`src/rtl/synchunt_pkg.sv`:
```
package synchunt_pkg;

    typedef enum logic [1:0] {
        SM_ASYNC = 2'd0,
        SM_MONO  = 2'd1,
        SM_BI    = 2'd2,
        SM_EXT   = 2'd3
    } sync_mode_e;

    localparam int FILL_W = 2;

    // boundary event produced by the external-sync edge logic
    typedef struct packed {
        logic              valid;
        logic [FILL_W-1:0] fill;
    } bnd_evt_t;

    // modes in which the sync line is an output and the pattern is compared
    function automatic logic is_internal(input sync_mode_e m);
        return (m == SM_MONO) || (m == SM_BI);
    endfunction

    // bits that must have arrived before a compare is trusted
    function automatic int need_bits(input sync_mode_e m, input int pat_w);
        return (m == SM_MONO) ? pat_w / 2 : pat_w;
    endfunction

endpackage

```
`src/rtl/synchunt_shift.sv`:
```
module synchunt_shift
    import synchunt_pkg::*;
#(
    parameter int PAT_W = 16
) (
    input  logic             clk,
    input  logic             rst,
    input  sync_mode_e       mode,
    input  logic [PAT_W-1:0] pattern,
    input  logic             rx_en,
    input  logic             rx_bit,
    output logic             match_now,
    output logic             sync_out_n
);
    localparam int BYTE_W = PAT_W / 2;
    localparam int CNT_W  = $clog2(PAT_W + 1);

    logic [PAT_W-1:0] sr_q;
    logic [PAT_W-1:0] sr_next;
    logic [CNT_W-1:0] cnt_q;
    logic [CNT_W-1:0] cnt_next;
    logic [CNT_W-1:0] need;
    logic             hit;
    logic             internal;
    logic             sync_q;

    assign internal = is_internal(mode);
    assign sr_next  = {sr_q[PAT_W-2:0], rx_bit};
    assign cnt_next = (cnt_q == CNT_W'(PAT_W)) ? cnt_q : cnt_q + 1'b1;
    assign need     = CNT_W'(need_bits(mode, PAT_W));

    // width of the compare is picked by the mode; both compares are built
    logic [1:0] cmp_hit;
    generate
        for (genvar g = 0; g < 2; g++) begin : g_cmp
            localparam int W = (g == 0) ? BYTE_W : PAT_W;
            assign cmp_hit[g] = (sr_next[W-1:0] == pattern[W-1:0]);
        end
    endgenerate

    assign hit       = (mode == SM_MONO) ? cmp_hit[0] : cmp_hit[1];
    assign match_now = rx_en && internal && (cnt_next >= need) && hit;

    always_ff @(posedge clk) begin
        if (rst) begin
            sr_q   <= '0;
            cnt_q  <= '0;
            sync_q <= 1'b1;
        end else begin
            if (rx_en) begin
                sr_q  <= sr_next;
                cnt_q <= cnt_next;
            end
            if (!internal) begin
                sync_q <= 1'b1;
            end else if (rx_en) begin
                sync_q <= !match_now;
            end
        end
    end

    assign sync_out_n = sync_q;

    assert_hold_R11: assert property (@(posedge clk) disable iff (rst)
        (!rx_en && internal) |=> ($stable(sr_q) && $stable(sync_out_n)));

    assert_quiet_R12: assert property (@(posedge clk) disable iff (rst)
        !internal |=> sync_out_n);

    assert_fill_guard_R3: assert property (@(posedge clk) disable iff (rst)
        (cnt_q < CNT_W'(BYTE_W - 1)) |=> sync_out_n);

endmodule

```
`src/rtl/synchunt_edge.sv`:
```
module synchunt_edge
    import synchunt_pkg::*;
(
    input  logic       clk,
    input  logic       rst,
    input  sync_mode_e mode,
    input  logic       rx_en,
    input  logic       sync_in_n,
    output bnd_evt_t   ext_evt,
    output logic       stat_q
);
    logic prev_n_q;

    // activation seen this cycle; the receive edge before it counts as bit one
    always_comb begin
        ext_evt.valid = (mode == SM_EXT) && !sync_in_n && prev_n_q;
        ext_evt.fill  = rx_en ? FILL_W'(2) : FILL_W'(1);
    end

    always_ff @(posedge clk) begin
        if (rst) begin
            prev_n_q <= 1'b1;
            stat_q   <= 1'b0;
        end else begin
            prev_n_q <= sync_in_n;
            stat_q   <= !sync_in_n;
        end
    end

    assert_edge_once_R9: assert property (@(posedge clk) disable iff (rst)
        ext_evt.valid |=> !ext_evt.valid);

endmodule

```
`src/rtl/synchunt_hunt.sv`:
```
module synchunt_hunt
    import synchunt_pkg::*;
(
    input  logic              clk,
    input  logic              rst,
    input  logic              hunt_cmd,
    input  logic              int_match,
    input  bnd_evt_t          ext_evt,
    output logic              hunting,
    output logic              boundary,
    output logic [FILL_W-1:0] bnd_fill
);
    logic              hunt_q;
    bnd_evt_t          bnd_q;

    always_ff @(posedge clk) begin
        if (rst) begin
            hunt_q <= 1'b1;
            bnd_q  <= '0;
        end else begin
            bnd_q <= '0;
            if (hunt_cmd) begin
                hunt_q <= 1'b1;
            end else if (hunt_q && (int_match || ext_evt.valid)) begin
                hunt_q      <= 1'b0;
                bnd_q.valid <= 1'b1;
                bnd_q.fill  <= ext_evt.valid ? ext_evt.fill : '0;
            end
        end
    end

    assign hunting  = hunt_q;
    assign boundary = bnd_q.valid;
    assign bnd_fill = bnd_q.fill;

    assert_one_shot_R6: assert property (@(posedge clk) disable iff (rst)
        boundary |=> !boundary);

    assert_clear_R6: assert property (@(posedge clk) disable iff (rst)
        boundary |-> !hunting);

    assert_cmd_wins_R7: assert property (@(posedge clk) disable iff (rst)
        hunt_cmd |=> (hunting && !boundary));

    assert_ext_fill_R8: assert property (@(posedge clk) disable iff (rst)
        (hunting && ext_evt.valid && !hunt_cmd) |=> (boundary && bnd_fill != '0));

    assert_int_fill_R6: assert property (@(posedge clk) disable iff (rst)
        (hunting && int_match && !ext_evt.valid && !hunt_cmd) |=> (boundary && bnd_fill == '0));

endmodule

```
`src/rtl/synchunt_detector.sv`:
```
module synchunt_detector
    import synchunt_pkg::*;
#(
    parameter int PAT_W = 16
) (
    input  logic              clk,
    input  logic              rst,
    input  logic [1:0]        mode,
    input  logic [PAT_W-1:0]  pattern,
    input  logic              rx_en,
    input  logic              rx_bit,
    input  logic              hunt_cmd,
    input  logic              sync_in_n,
    output logic              sync_out_n,
    output logic              sync_oe,
    output logic              hunting,
    output logic              boundary,
    output logic [FILL_W-1:0] bnd_fill,
    output logic              sync_stat
);
    sync_mode_e mode_e;
    logic       int_match;
    bnd_evt_t   ext_evt;
    logic       stat_q;

    assign mode_e = sync_mode_e'(mode);

    synchunt_shift #(.PAT_W(PAT_W)) u_shift (
        .clk        (clk),
        .rst        (rst),
        .mode       (mode_e),
        .pattern    (pattern),
        .rx_en      (rx_en),
        .rx_bit     (rx_bit),
        .match_now  (int_match),
        .sync_out_n (sync_out_n)
    );

    synchunt_edge u_edge (
        .clk       (clk),
        .rst       (rst),
        .mode      (mode_e),
        .rx_en     (rx_en),
        .sync_in_n (sync_in_n),
        .ext_evt   (ext_evt),
        .stat_q    (stat_q)
    );

    synchunt_hunt u_hunt (
        .clk       (clk),
        .rst       (rst),
        .hunt_cmd  (hunt_cmd),
        .int_match (int_match),
        .ext_evt   (ext_evt),
        .hunting   (hunting),
        .boundary  (boundary),
        .bnd_fill  (bnd_fill)
    );

    assign sync_oe   = is_internal(mode_e);
    assign sync_stat = sync_oe ? hunting : stat_q;

    assert_oe_R2: assert property (@(posedge clk) disable iff (rst)
        !sync_oe |-> sync_out_n || $past(sync_oe));

    assert_async_inert_R10: assert property (@(posedge clk) disable iff (rst)
        (mode_e == SM_ASYNC && !hunt_cmd) |=> !boundary);

endmodule

```
`config.mk`:
```
export PLATFORM = sky130hd
export DESIGN_NAME = synchunt_detector
export DESIGN_NICKNAME = d
export VERILOG_FILES = /design/src/rtl/synchunt_pkg.sv /design/src/rtl/synchunt_shift.sv /design/src/rtl/synchunt_edge.sv /design/src/rtl/synchunt_hunt.sv /design/src/rtl/synchunt_detector.sv
export SDC_FILE = /design/constraint.sdc
export NUM_CORES = 1
export LEC_CHECK = 0
export BUFFER_PORTS_ARGS = -buffer_cell sky130_fd_sc_hd__buf_2
export CAP_MARGIN = 20
export CORE_UTILIZATION = 38
export CTS_BUF_LIST = sky130_fd_sc_hd__clkbuf_16
export CTS_CLUSTER_DIAMETER = 50
export DETAILED_ROUTE_END_ITERATION = 10
export PLACE_DENSITY = 0.61
export SLEW_MARGIN = 10
export SYNTH_ARGS = -nofsm -noshare
export SYNTH_HDL_FRONTEND = slang
export SYNTH_SLANG_ARGS = --single-unit
```
`constraint.sdc`:
```
create_clock -name clk -period 2.5 [get_ports clk]
set_clock_uncertainty 0.05 [all_clocks]
set_input_delay 0.375 -clock clk [delete_from_list [all_inputs] [get_ports clk]]
set_output_delay 0.375 -clock clk [all_outputs]
set_load 0.02 [all_outputs]
```
**Yosys cells after proc, flatten, opt, wreduce, memory -nomap -nowiden**

Cells that the tools add are included.
Widths: inputs -> output; s select.

- Bitwise logic cells: 3
- Equality and inequality tests: 6
- $add $sub $neg: 1
- Magnitude comparators: 1
- Reduce and logical (&&, ||, !) cells: 13
- Multiplexer cells: 7

Operator list:

| cell | count |
|---|---|
| $eq 16x16->1 | 1 |
| $mux 5 | 2 |
| $eq 8x8->1 | 1 |
| $logic_and 1x1->1 | 6 |
| $add 5x1->5 const B | 1 |
| $eq 5x5->1 const B | 1 |
| $ge 5x5->1 | 1 |
| $eq 2x2->1 const B | 2 |
| $mux 2 | 2 |
| $reduce_or 2->1 | 2 |
| $reduce_or 4->1 | 1 |
| $mux 3 | 1 |
| $not 1->1 | 3 |
| $eq 2x1->1 const B | 1 |
| $logic_not 1->1 | 2 |
| $logic_or 1x1->1 | 2 |
| $mux 1 | 2 |

- Input bits: 24
- Logic and storage cells: 39
- Register bits: 27

**Longest topological paths before layout**

Gate-level depths: netlist (run 1).

- Depth after elaboration: 9
- Depth in mapped cells: 9
- Gate-level depth less buffers: 9

**Hierarchy**

A second synthesis (run 1) with hierarchy kept.

- Cell total of the unflattened synthesis: 141
- Area, all modules: 1368.8 um2

Modules (own cells, without submodules):

| module | cells an instance | seq. area each (um2) | area an instance (um2) | instances |
|---|---|---|---|---|
| synchunt_shift | 122 | 420.4 | 1139.8 | 1 |
| synchunt_hunt | 10 | 80.1 | 126.4 | 1 |
| synchunt_edge | 7 | 40.0 | 71.3 | 1 |
| synchunt_detector | 2 | 0.0 | 31.3 | 1 |

**Least setup slack after synthesis (run 1)**

No wires, ideal clock.

- Path kind: reg-to-reg
- From: reg u_shift.cnt_q[0]
- To: reg u_hunt.hunt_q (netlist: u_hunt.hunting)
- Stages on the path, launching flop included: 10
- Path slack: 0.537 ns
- Path buffers: 0
- Clock period less this slack: 1.963 ns
- Library setup time: 0.134 ns
- Required time: 2.316 ns
- Arrival time: 1.779 ns
- Cells stage by stage: dfxtp_1 -> ha_1 -> nand3_1 -> xnor2_1 -> ha_1 -> nand2_1 -> nor2_1 -> o21ai_0 -> a2111oi_2 -> o21ai_0

- Word-level cells in the longest chain between the ends: 7
- Elaborated cells between the ends (all ways): 8

RTL lines:

| element | RTL line | text |
|---|---|---|
| from (decl) | synchunt_shift.sv:20 | `logic [CNT_W-1:0] cnt_q;` |
| from (signal assigned) | synchunt_shift.sv:52 | `cnt_q <= cnt_next;` |
| $add 5x1->5 / $eq 5x5->1 (equally long branches) | synchunt_shift.sv:29 | `assign cnt_next = (cnt_q == CNT_W'(PAT_W)) ? cnt_q : cnt_q + 1'b1;` |
| $mux 5 * | synchunt_shift.sv:29 |  |
| named net u_shift.cnt_next[4] | synchunt_shift.sv:21 | `logic [CNT_W-1:0] cnt_next;` |
| $ge 5x5->1 * | synchunt_shift.sv:42 | `assign match_now = rx_en && internal && (cnt_next >= need) && hit;` |
| $logic_and 1x1->1 * (2 in a row) | synchunt_shift.sv:42 |  |
| $logic_or 1x1->1 * | synchunt_hunt.sv:24 | `end else if (hunt_q && (int_match \|\| ext_evt.valid)) begin` |
| $logic_and 1x1->1 * | synchunt_hunt.sv:24 |  |
| to (signal assigned) | synchunt_hunt.sv:18 | `hunt_q <= 1'b1;` |
| to (signal assigned) | synchunt_hunt.sv:23 | `hunt_q <= 1'b1;` |
| to (signal assigned) | synchunt_hunt.sv:25 | `hunt_q <= 1'b0;` |
| to (decl) | synchunt_hunt.sv:13 | `logic hunt_q;` |

Mark *: on every way through the listed nets, which the timed path passes. The rest lies on a longest branch.
A chain may end at the register's enable or synchronous reset.

**Worst setup path in the final report (run 1)**

Ends and elaborated chain as after synthesis.

==> results.md, run 1 <==
* Status: finished clean
* Data required time of the critical path at approximately 2.6 ns
* Via count at 988
* #FFs+latches synth at 27
* Critical path type: flop to flop
* Yosys Warn Count at 0
* Met3 Usage GRT at 0.01919
* Die width at just over 60 um
* CTS Buffer Depth at 2
* Fmax at 0.4559 GHz
* TritonCTS buffer count at 3
* Mapped cell area at 0.001316 sq mm
* Post-CTS setup buffer count at 0
* Antenna fix cells at 0
* Final core utilization at 0.4762
* Type of origin of the critical path: flop
* Tmin final at 2.193 ns
* Initial Util at 0.3945
* Rel. slew slack at 0.7153
* CP top delay family: compound AO/OA/AOI/OAI gates
* DR WL/cell at 10.91 um
* CTS tree: built
* Port buffer count at 30
* Synth Area per Inst at roughly 9.4 sq um
* RSZ-0062 raised after global routing: false
* Clock Tree Root: clkbuf_16
* Leak Pwr at about 0.74 nW
* Post-synth cell types at 24
* Worst IR drop on VDD at 0.0003096 V
* Largest cells by area after synthesis: dfxtp_1 41%, mux2i_1 12%, xor2_1 11%
* Gr busiest metal: met2
* Number of remaining DRC errors at 0
* DP Area at 0.001506 sq mm
* Area of the core at 0.003337 sq mm
* Area of all placed cells without fillers at 0.001589 sq mm
* Die Ht at a little over 60 um
* Sequential share of the synthesized area at 0.4106
* Post-DP HPWL at 1792 um
* Pin count of the biggest net entering global routing at 24
* GR Util met1 at 0.1815
* Routed Antenna Nets at 0
* Synth top cells by count: 27 x dfxtp_1, 27 x nor2_1, 16 x mux2i_1, 16 x xor2_1
* Nets at 200
* Routability cong. at ~0.75
* Critical path cell sequence: ha_1 -> nand3_1 -> xnor2_1 -> ha_1 -> nand2_1 -> nor2_1 -> o21ai_0 -> a2111oi_2 -> o21ai_0
* Drt first pass iters at 4
* Hold Path Class: primary input to flop
* Post-Syn Nets at 170
* Die area at 0.003703 sq mm
* Critical path endpoint category: flop
* DRT iter0 DRCs at 13
* TNS Setup at 0 ns
* Maximum fanout along the worst path at 5
* GRT Overall Usage at 0.1449
* H-tree levels at 1
* CP bufs+invs at 0
* Ys flop type: dfxtp_1
* Area growth syn-to-layout at 20.72%
* CP arrival at approximately 2.3 ns
* Number of flops mapped to enable cells by yosys at 0
* FP Rows at 21
* Final worst path period share at 0.8774
* Max-cap viol count at 0
* Slew Viols, Final at 0
* Final hold violation count at 0
* Cells after Synth at 140
* Final setup viols at 0
* Via density at roughly 4.6
* Initial antenna violation count at 0
* Boundary Pins at 31
* Vias in the first global route at 926
* Slowest cell on the critical path: a2111oi_2
* Layout cells sized above 1 at 0.2308
* Top cell type's share of synthesized area at 0.4106
* Clock Latency Late Sink at 0.26 ns
* Slew @ Worst Pin at 0.4271 ns
* Synth async-reset ratio at 0
* Area leader, netlist: dfxtp_1
* Final wirelength at 2346 um
* Cts repair resizes at 0
* Met2 GRT Util at 0.2402
* Crit path largest cell delay at around 0.42 ns
* Global-route wire length before repair at 3919 um
* Clk sinks at 27
* Clock transition at path regs at 0.07 ns
* Number of hold buffers added after CTS at 0
* GRT overflow at 0
* Pwr/cell area at 570.0 mW/mm^2
[per-stage QoR]
| stage | hold WS, ns | setup slack (ns) | power [mW] | instances |
|---|---|---|---|---|
| floorplan | 0.4030 | 0.5368 | 0.5205 | 140 |
| global placement | 0.4409 | 0.4355 | 0.5544 | 211 |
| detailed placement | 0.4469 | 0.3141 | 0.5577 | 211 |
| CTS | 0.2257 | 0.2834 | 0.9233 | 215 |
| global route | 0.2305 | 0.09805 | 0.9483 | 215 |
| finish | 0.2310 | 0.3065 | 0.9058 | 215 |
[cell families after synthesis]
family                   after synthesis  synth area share
AO/OA/AOI/OAI                          8           0.04087
buffers and inverters                 12           0.03612
flip-flops                            27            0.4106
multiplexers                          17            0.1302
adder cells (fa/ha/maj)                6           0.05703
XOR/XNOR                              22            0.1464
AND/OR/NAND/NOR                       48            0.1787
[metal layers]
| metal | part of all wire | vias to the layer above |
|---|---|---|
| met2 | 0.49 | 15 |
| met1 | 0.46 | 442 |
| met3 | 0.022 | 6 |
| met4 | 0.027 | 0 |
| li1 | - | 525 |
| met5 | 0 | - |
[cells in the final DEF, fill, tap and decap left out, types with 2 or more instances in the layout]
| master | Yosys | routed |
|---|---|---|
| a21oi_1 | 3 | 3 |
| buf_2 | 2 | 30 |
| clkbuf_16 | 0 | 3 |
| dfxtp_1 | 27 | 27 |
| ha_1 | 6 | 6 |
| inv_1 | 6 | 6 |
| mux2i_1 | 16 | 16 |
| nand2_1 | 5 | 5 |
| nand3_1 | 3 | 3 |
| nand4_1 | 3 | 3 |
| nor2_1 | 27 | 27 |
| nor3_1 | 3 | 3 |
| nor4_2 | 2 | 2 |
| o21ai_0 | 3 | 3 |
| xnor2_1 | 6 | 6 |
| xor2_1 | 16 | 16 |
[power breakdown]
group	switching (mW)	internal (mW)	total [mW]	leakage [nW]
logic	0.0541	0.0473	0.101	0.483
registers	0.00716	0.438	0.445	0.219
clock network	0.142	0.217	0.359	0.0371
[final timing paths]
check | start | endpoint | slack, ns | cells past startpoint
min reg2reg | u_shift.sync_out_n | u_shift.sync_out_n | 0.45 | 2
max reg2reg | u_shift.cnt_q[0] | u_hunt.hunting | 0.31 | 9
max | u_shift.cnt_q[0] | u_hunt.hunting | 0.31 | 9
min | sync_in_n | u_edge.stat_q | 0.23 | 2
[layout make-up]
| type | count | area, sq um |
|---|---|---|
| clock buffers | 3 | 75.07 |
| clock inverters | 1 | 7.507 |
| fillers | 348 | 1748 |
| inverters | 6 | 22.52 |
| multi-input cells | 101 | 728.2 |
| flip-flops and latches | 27 | 540.5 |
| well taps | 46 | 57.56 |
| repair buffers | 31 | 157.7 |
[sequential cells by signal, summed over array words and instances (netlist names)]
name / cells
u_shift.cnt_q: 5
u_hunt.boundary: 1
u_shift.sync_out_n: 1
u_edge.stat_q: 1
u_shift.sr_q: 15
u_hunt.hunting: 1
u_edge.prev_n_q: 1
u_hunt.bnd_fill: 2
[worst reg2reg max path: cells and delay by family, from the launching register on]
kind / cells / cell delay, ns
flops: 1 / 0.39
compound gates: 3 / 0.68
xor+xnor: 1 / 0.15
simple gates: 3 / 0.25
fa+ha+maj: 2 / 0.55
Power figures use the tool's default switching activity.
==> run 2, diff against run 1 <==
--- a/config.mk
+++ b/config.mk
@@ -7,11 +7,11 @@
 export LEC_CHECK = 0
 export BUFFER_PORTS_ARGS = -buffer_cell sky130_fd_sc_hd__buf_2
 export CAP_MARGIN = 20
-export CORE_UTILIZATION = 38
-export CTS_BUF_LIST = sky130_fd_sc_hd__clkbuf_16
+export CORE_UTILIZATION = 52
+export CTS_BUF_LIST = sky130_fd_sc_hd__clkbuf_4
 export CTS_CLUSTER_DIAMETER = 50
 export DETAILED_ROUTE_END_ITERATION = 10
-export PLACE_DENSITY = 0.61
+export PLACE_DENSITY = 0.79
 export SLEW_MARGIN = 10
 export SYNTH_ARGS = -nofsm -noshare
 export SYNTH_HDL_FRONTEND = slang
==> constraint.sdc (replaced) <==
create_clock -name clk -period 2.4 [get_ports clk]
set_clock_uncertainty 0.05 [all_clocks]
set_input_delay 0.36 -clock clk [delete_from_list [all_inputs] [get_ports clk]]
set_output_delay 0.36 -clock clk [all_outputs]
set_load 0.02 [all_outputs]
==> results.md, run 2 (synthesis results as in run 1) <==
* Nets at 200 (unchanged)
* Area of the core at 0.002297 sq mm (was 0.003337 sq mm)
* Commonest non-fill, non-tap cell in the layout: buf_2 (unchanged)
* Final setup viols at 0 (unchanged)
* Critical path endpoint category: flop (unchanged)
* Routability cong. at 0.7495 (was 0.7544)
* GRT overflow at 0 (unchanged)
* TritonCTS buffer count at 3 (unchanged)
* Pwr/cell area at 515.0 mW/mm^2 (was 570.0 mW/mm^2)
* Die Ht at 52.31 um (was 60.86 um)
* TNS Setup at 0 ns (unchanged)
* R2R setup slack at 0.16 ns (was 0.31 ns)
* Area of all placed cells without fillers at 0.001514 sq mm (was 0.001589 sq mm)
* Drt first pass iters at 4 (unchanged)
* Clock transition at path regs at 0.14 ns (was 0.07 ns)
* Leak Pwr at 0.7204 nW (was 0.7391 nW)
* Slew Viols, Final at 0 (unchanged)
* GRT Overall Usage at 0.2182 (was 0.1449)
* Global-route wire length before repair at 4333 um (was 3919 um)
* CTS Buffer Depth at 2 (unchanged)
* Post-DP HPWL at 2006 um (was 1792 um)
* Cell count after placement at 193 (was 211)
* Cts repair resizes at 0 (unchanged)
* Data required time of the critical path at 2.57 ns (was 2.58 ns)
* DRT iter0 DRCs at 11 (was 13)
* Number of remaining DRC errors at 0 (unchanged)
* Layout cells sized above 1 at 0.2308 (unchanged)
* Maximum fanout along the worst path at 5 (unchanged)
* Hold Path Class: primary input to flop (unchanged)
* Slowest cell on the critical path: dfxtp_1 (was a2111oi_2)
* Pre-CTS setup slack at 0.1813 ns (was 0.3141 ns)
* Clock Tree Root: clkbuf_4 (was clkbuf_16)
* Fin cells at 197 (was 215)
* Die width at 52.31 um (was 60.86 um)
* Tmin final at 2.245 ns (was 2.193 ns)
* Port buffer count at 30 (unchanged)
* Met3 wire length at 89 um (was 52 um)
* Register with the most flip-flops: u_shift.sr_q (unchanged)
* Worst IR drop on VDD at 0.0004424 V (was 0.0003096 V)
* Type of origin of the critical path: flop (unchanged)
* Highest Signal Layer: met4 (unchanged)
* Status: finished clean (unchanged)
* Critical path type: flop to flop (unchanged)
* Final core utilization at 0.6590 (was 0.4762)
* Via density at 5.350 (was 4.595)
* Final wirelength at 2594 um (was 2346 um)
* DR WL/cell at 13.17 um (was 10.91 um)
* Initial antenna violation count at 0 (unchanged)
* Fmax at 0.4455 GHz (was 0.4559 GHz)
* H-tree levels at 1 (unchanged)
* Final hold violation count at 0 (unchanged)
* Final WS setup at 0.1555 ns (was 0.3065 ns)
* FP Rows at 17 (was 21)
* Pin count of the biggest net entering global routing at 24 (unchanged)
* Final worst path period share at 0.9352 (was 0.8774)
* Most frequent cells in the layout: 30 x buf_2, 27 x nor2_1, 27 x dfxtp_1 (unchanged)
* CTS tree: built (unchanged)
* Number of flip-flops under the largest register name at 15 (unchanged)
* Number of hold buffers added after CTS at 0 (unchanged)
* Slew @ Worst Pin at 0.4360 ns (was 0.4271 ns)
* Clk sinks at 27 (unchanged)
* Clock Latency Late Sink at 0.33 ns (was 0.26 ns)
* Rel. slew slack at 0.7093 (was 0.7153)
* Vias in the first global route at 1017 (was 926)
* Critical path cell sequence: ha_1 -> nand3_1 -> xnor2_1 -> ha_1 -> nand2_1 -> nor2_1 -> o21ai_0 -> a2111oi_2 -> o21ai_0 (unchanged)
* Boundary Pins at 31 (unchanged)
* Wl on met1 at 1089 um (was 1076 um)
* Routed wl met2 at 1382 um (was 1153 um)
* Post-CTS setup buffer count at 0 (unchanged)
* Die area at 0.002736 sq mm (was 0.003703 sq mm)
* Initial Util at 0.5730 (was 0.3945)
* CP arrival at 2.42 ns (was 2.28 ns)
* Via count at 1054 (was 988)
* Antenna fix cells at 0 (unchanged)
* RSZ-0062 raised after global routing: false (unchanged)
* Area growth syn-to-layout at 15.02% (was 20.72%)
* Routed Antenna Nets at 0 (unchanged)
* Crit path largest cell delay at 0.43 ns (was 0.42 ns)
* DP Area at 0.001484 sq mm (was 0.001506 sq mm)
* Max-cap viol count at 0 (unchanged)
[run 2: cell types whose count changed in the layout (fill, tap and decap cells not counted)]
cell        change
clkbuf_4        +4
clkinvlp_4      -1
clkbuf_16       -3
[run 2: per-layer routing]
layer,global-route usage,up-vias
li1,-,526
met1,0.2442,503
met2,0.3861,21
met3,0.05507,4
met4,0.09211,0
met5,0,-
[run 2: cell type report]
class | instances | area [sq um]
Clock buffer | 4 | 30.03
Multi-Input combinational cell | 101 | 728.2
Timing Repair Buffer | 31 | 157.7
Sequential cell | 27 | 540.5
Tap cell | 28 | 35.03
Inverter | 6 | 22.52
Fill cell | 215 | 783.3
[run 2: final timing paths]
kind	from	end	cells past startpoint
setup / recovery	u_shift.cnt_q[0]	u_shift.sync_out_n	9
hold / removal	sync_in_n	u_edge.stat_q	2
setup reg to reg	u_shift.cnt_q[0]	u_shift.sync_out_n	9
hold reg to reg	u_edge.prev_n_q	u_hunt.bnd_fill[0]	2
[run 2: power breakdown]
group	switching (mW)	internal, mW
Combinational	0.0586	0.0496
Clock	0.130	0.0764
Sequential	0.00814	0.457
[run 2: per-stage QoR]
step | hold WS (ns) | power, mW
after floorplan | 0.3880 | 0.5422
after global placement | 0.4378 | 0.5764
after detailed placement | 0.4588 | 0.5832
after CTS | 0.1468 | 0.7834
after global routing | 0.1443 | 0.8098
final | 0.1535 | 0.7797
[run 2: critical path: cells and delay by family (launching register included)]
family	cells	cell delay, ns
adders and majority gates	2	0.55
xor gates and xnor gates	1	0.16
and+or+nand+nor	3	0.26
DFF	1	0.43
AOI/OAI and AO/OA	3	0.69
==> run 3, diff against run 2 <==
--- a/config.mk
+++ b/config.mk
@@ -7,11 +7,11 @@
 export LEC_CHECK = 0
 export BUFFER_PORTS_ARGS = -buffer_cell sky130_fd_sc_hd__buf_2
 export CAP_MARGIN = 20
-export CORE_UTILIZATION = 52
+export CORE_UTILIZATION = 55
 export CTS_BUF_LIST = sky130_fd_sc_hd__clkbuf_4
 export CTS_CLUSTER_DIAMETER = 50
 export DETAILED_ROUTE_END_ITERATION = 10
-export PLACE_DENSITY = 0.79
+export PLACE_DENSITY = 0.82
 export SLEW_MARGIN = 10
 export SYNTH_ARGS = -nofsm -noshare
 export SYNTH_HDL_FRONTEND = slang
==> results.md, run 3 (synthesis results as in run 1) <==
* Via density at 5.279 (was 5.350)
* FP Rows at 17 (unchanged)
* Critical path type: flop to flop (unchanged)
* Seq. cell area at 545.5 sq um (was 540.5 sq um)
* CP arrival at 2.39 ns (was 2.42 ns)
* Vias in the first global route at 997 (was 1017)
* Final wirelength at 2385 um (was 2594 um)
* Fillers at 185 (was 215)
* DP Area at 0.001484 sq mm (unchanged)
* Slowest cell on the critical path: a2111oi_2 (was dfxtp_1)
* Hold Path Class: primary input to flop (unchanged)
* Die Ht at 50.92 um (was 52.31 um)
* Clock Latency Late Sink at 0.32 ns (was 0.33 ns)
* Critical path endpoint category: flop (unchanged)
* Cell count after placement at 193 (unchanged)
* Port buffer count at 30 (unchanged)
* Status: finished clean (unchanged)
* Post-DP HPWL at 1875 um (was 2006 um)
* Data required time of the critical path at 2.56 ns (was 2.57 ns)
* Layout cells sized above 1 at 0.2485 (was 0.2308)
* Register with the most flip-flops: u_shift.sr_q (unchanged)
* Type of origin of the critical path: flop (unchanged)
* Final worst path period share at 0.9304 (was 0.9352)
* Rel. slew slack at 0.7106 (was 0.7093)
* Routability cong. at 0.7816 (was 0.7495)
* Die area at 0.002593 sq mm (was 0.002736 sq mm)
* TNS Setup at 0 ns (unchanged)
* Initial antenna violation count at 0 (unchanged)
* Post-CTS setup buffer count at 0 (unchanged)
* Area of the core at 0.002233 sq mm (was 0.002297 sq mm)
* CTS tree: built (unchanged)
* Slew Viols, Final at 0 (unchanged)
* Drt first pass iters at 4 (unchanged)
* CP top delay family: compound AO/OA/AOI/OAI gates (unchanged)
* Number of hold buffers added after CTS at 0 (unchanged)
* Area growth syn-to-layout at 15.40% (was 15.02%)
* H-tree levels at 1 (unchanged)
* Die width at 50.92 um (was 52.31 um)
* DR WL/cell at 12.11 um (was 13.17 um)
* Clock transition at path regs at 0.15 ns (was 0.14 ns)
* Leak Pwr at 0.7181 nW (was 0.7204 nW)
* Boundary Pins at 31 (unchanged)
* Nets at 200 (unchanged)
* Maximum fanout along the worst path at 5 (unchanged)
* Multi-input logic area at 730.7 sq um (was 728.2 sq um)
* TritonCTS buffer count at 3 (unchanged)
* Crit path largest cell delay at 0.50 ns (was 0.43 ns)
* Pin count of the biggest net entering global routing at 24 (unchanged)
* Cts repair resizes at 0 (unchanged)
* Fin cells at 197 (unchanged)
* Final setup viols at 0 (unchanged)
* Clk sinks at 27 (unchanged)
* Routed Antenna Nets at 0 (unchanged)
* Number of flip-flops under the largest register name at 15 (unchanged)
* Clock Tree Root: clkbuf_4 (unchanged)
* Fmax at 0.4478 GHz (was 0.4455 GHz)
* GRT Overall Usage at 0.2099 (was 0.2182)
* Final WS setup at 0.1670 ns (was 0.1555 ns)
* RSZ-0062 raised after global routing: false (unchanged)
* Final hold violation count at 0 (unchanged)
* Area of all placed cells without fillers at 0.001519 sq mm (was 0.001514 sq mm)
* CTS Buffer Depth at 2 (unchanged)
* Pre-CTS setup slack at 0.1308 ns (was 0.1813 ns)
* Commonest non-fill, non-tap cell in the layout: buf_2 (unchanged)
* Most frequent cells in the layout: 30 x buf_2, 27 x nor2_1, 25 x dfxtp_1 (was 30 x buf_2, 27 x nor2_1, 27 x dfxtp_1)
* Critical path cell sequence: ha_2 -> nand3_1 -> xnor2_1 -> ha_1 -> nand2_1 -> nor2_1 -> o21ai_0 -> a2111oi_2 -> o21ai_1 (was ha_1 -> nand3_1 -> xnor2_1 -> ha_1 -> nand2_1 -> nor2_1 -> o21ai_0 -> a2111oi_2 -> o21ai_0)
* Pwr/cell area at 502.8 mW/mm^2 (was 515.0 mW/mm^2)
* Number of remaining DRC errors at 0 (unchanged)
* Initial Util at 0.5894 (was 0.5730)
* Max-cap viol count at 0 (unchanged)
* DRT iter0 DRCs at 15 (was 11)
* Global-route wire length before repair at 4146 um (was 4333 um)
* CP bufs+invs at 0 (unchanged)
* Tmin final at 2.233 ns (was 2.245 ns)
* Antenna fix cells at 0 (unchanged)
* Slew @ Worst Pin at 0.4333 ns (was 0.4360 ns)
* Via count at 1040 (was 1054)
* Worst IR drop on VDD at 0.0003829 V (was 0.0004424 V)
* GRT overflow at 0 (unchanged)
==> run 3: where the power goes <==
part           internal (mW)  total [mW]  switching (mW)  leakage, nW
combinational         0.0498       0.107          0.0569        0.481
sequential             0.457       0.465         0.00820        0.220
clock                 0.0623       0.192           0.129       0.0177
==> run 3: final cells by class <==
class                   instances  area share
repair buffers                 31      0.1038
clock inverters                 1    0.003295
clock buffers                   3     0.01483
well taps                      28     0.02306
flip-flops and latches         27      0.3591
multi-input cells             101      0.4811
inverters                       6     0.01483
==> run 3: worst reg2reg max path, delay by kind of cell (launching register included) <==
family                   cells  cell delay (ns)
flip-flops                   1             0.39
AND/OR/NAND/NOR              3             0.24
AO/OA/AOI/OAI                3             0.75
XOR/XNOR                     1             0.16
adder cells (fa/ha/maj)      2             0.53
==> run 3: worst paths after layout <==
check	end	slack, ns	startpoint	cells after the start
setup / recovery	u_hunt.hunting	0.17	u_shift.cnt_q[1]	9
hold / removal	u_edge.stat_q	0.14	sync_in_n	2
setup reg to reg	u_hunt.hunting	0.17	u_shift.cnt_q[1]	9
hold reg to reg	u_shift.sync_out_n	0.46	u_shift.sync_out_n	2
==> run 3: metrics by stage <==
| step | util | hold slack [ns] | total power, mW |
|---|---|---|---|
| global placement | 0.6644 | 0.4324 | 0.5759 |
| finish | 0.6801 | 0.1384 | 0.7637 |
| floorplan | - | 0.3880 | 0.5422 |
| CTS | 0.6768 | 0.1338 | 0.7684 |
| detailed placement | 0.6644 | 0.4563 | 0.5814 |
| global route | 0.6801 | 0.1291 | 0.8037 |
==> run 3: layer usage <==
layer | part of all wire | track usage | up-vias
met3 | 0.029 | 0.03571 | 2
met2 | 0.51 | 0.3860 | 19
met5 | 0 | 0 | -
li1 | - | - | 526
met1 | 0.45 | 0.2477 | 493
met4 | 0.0071 | 0.05556 | 0
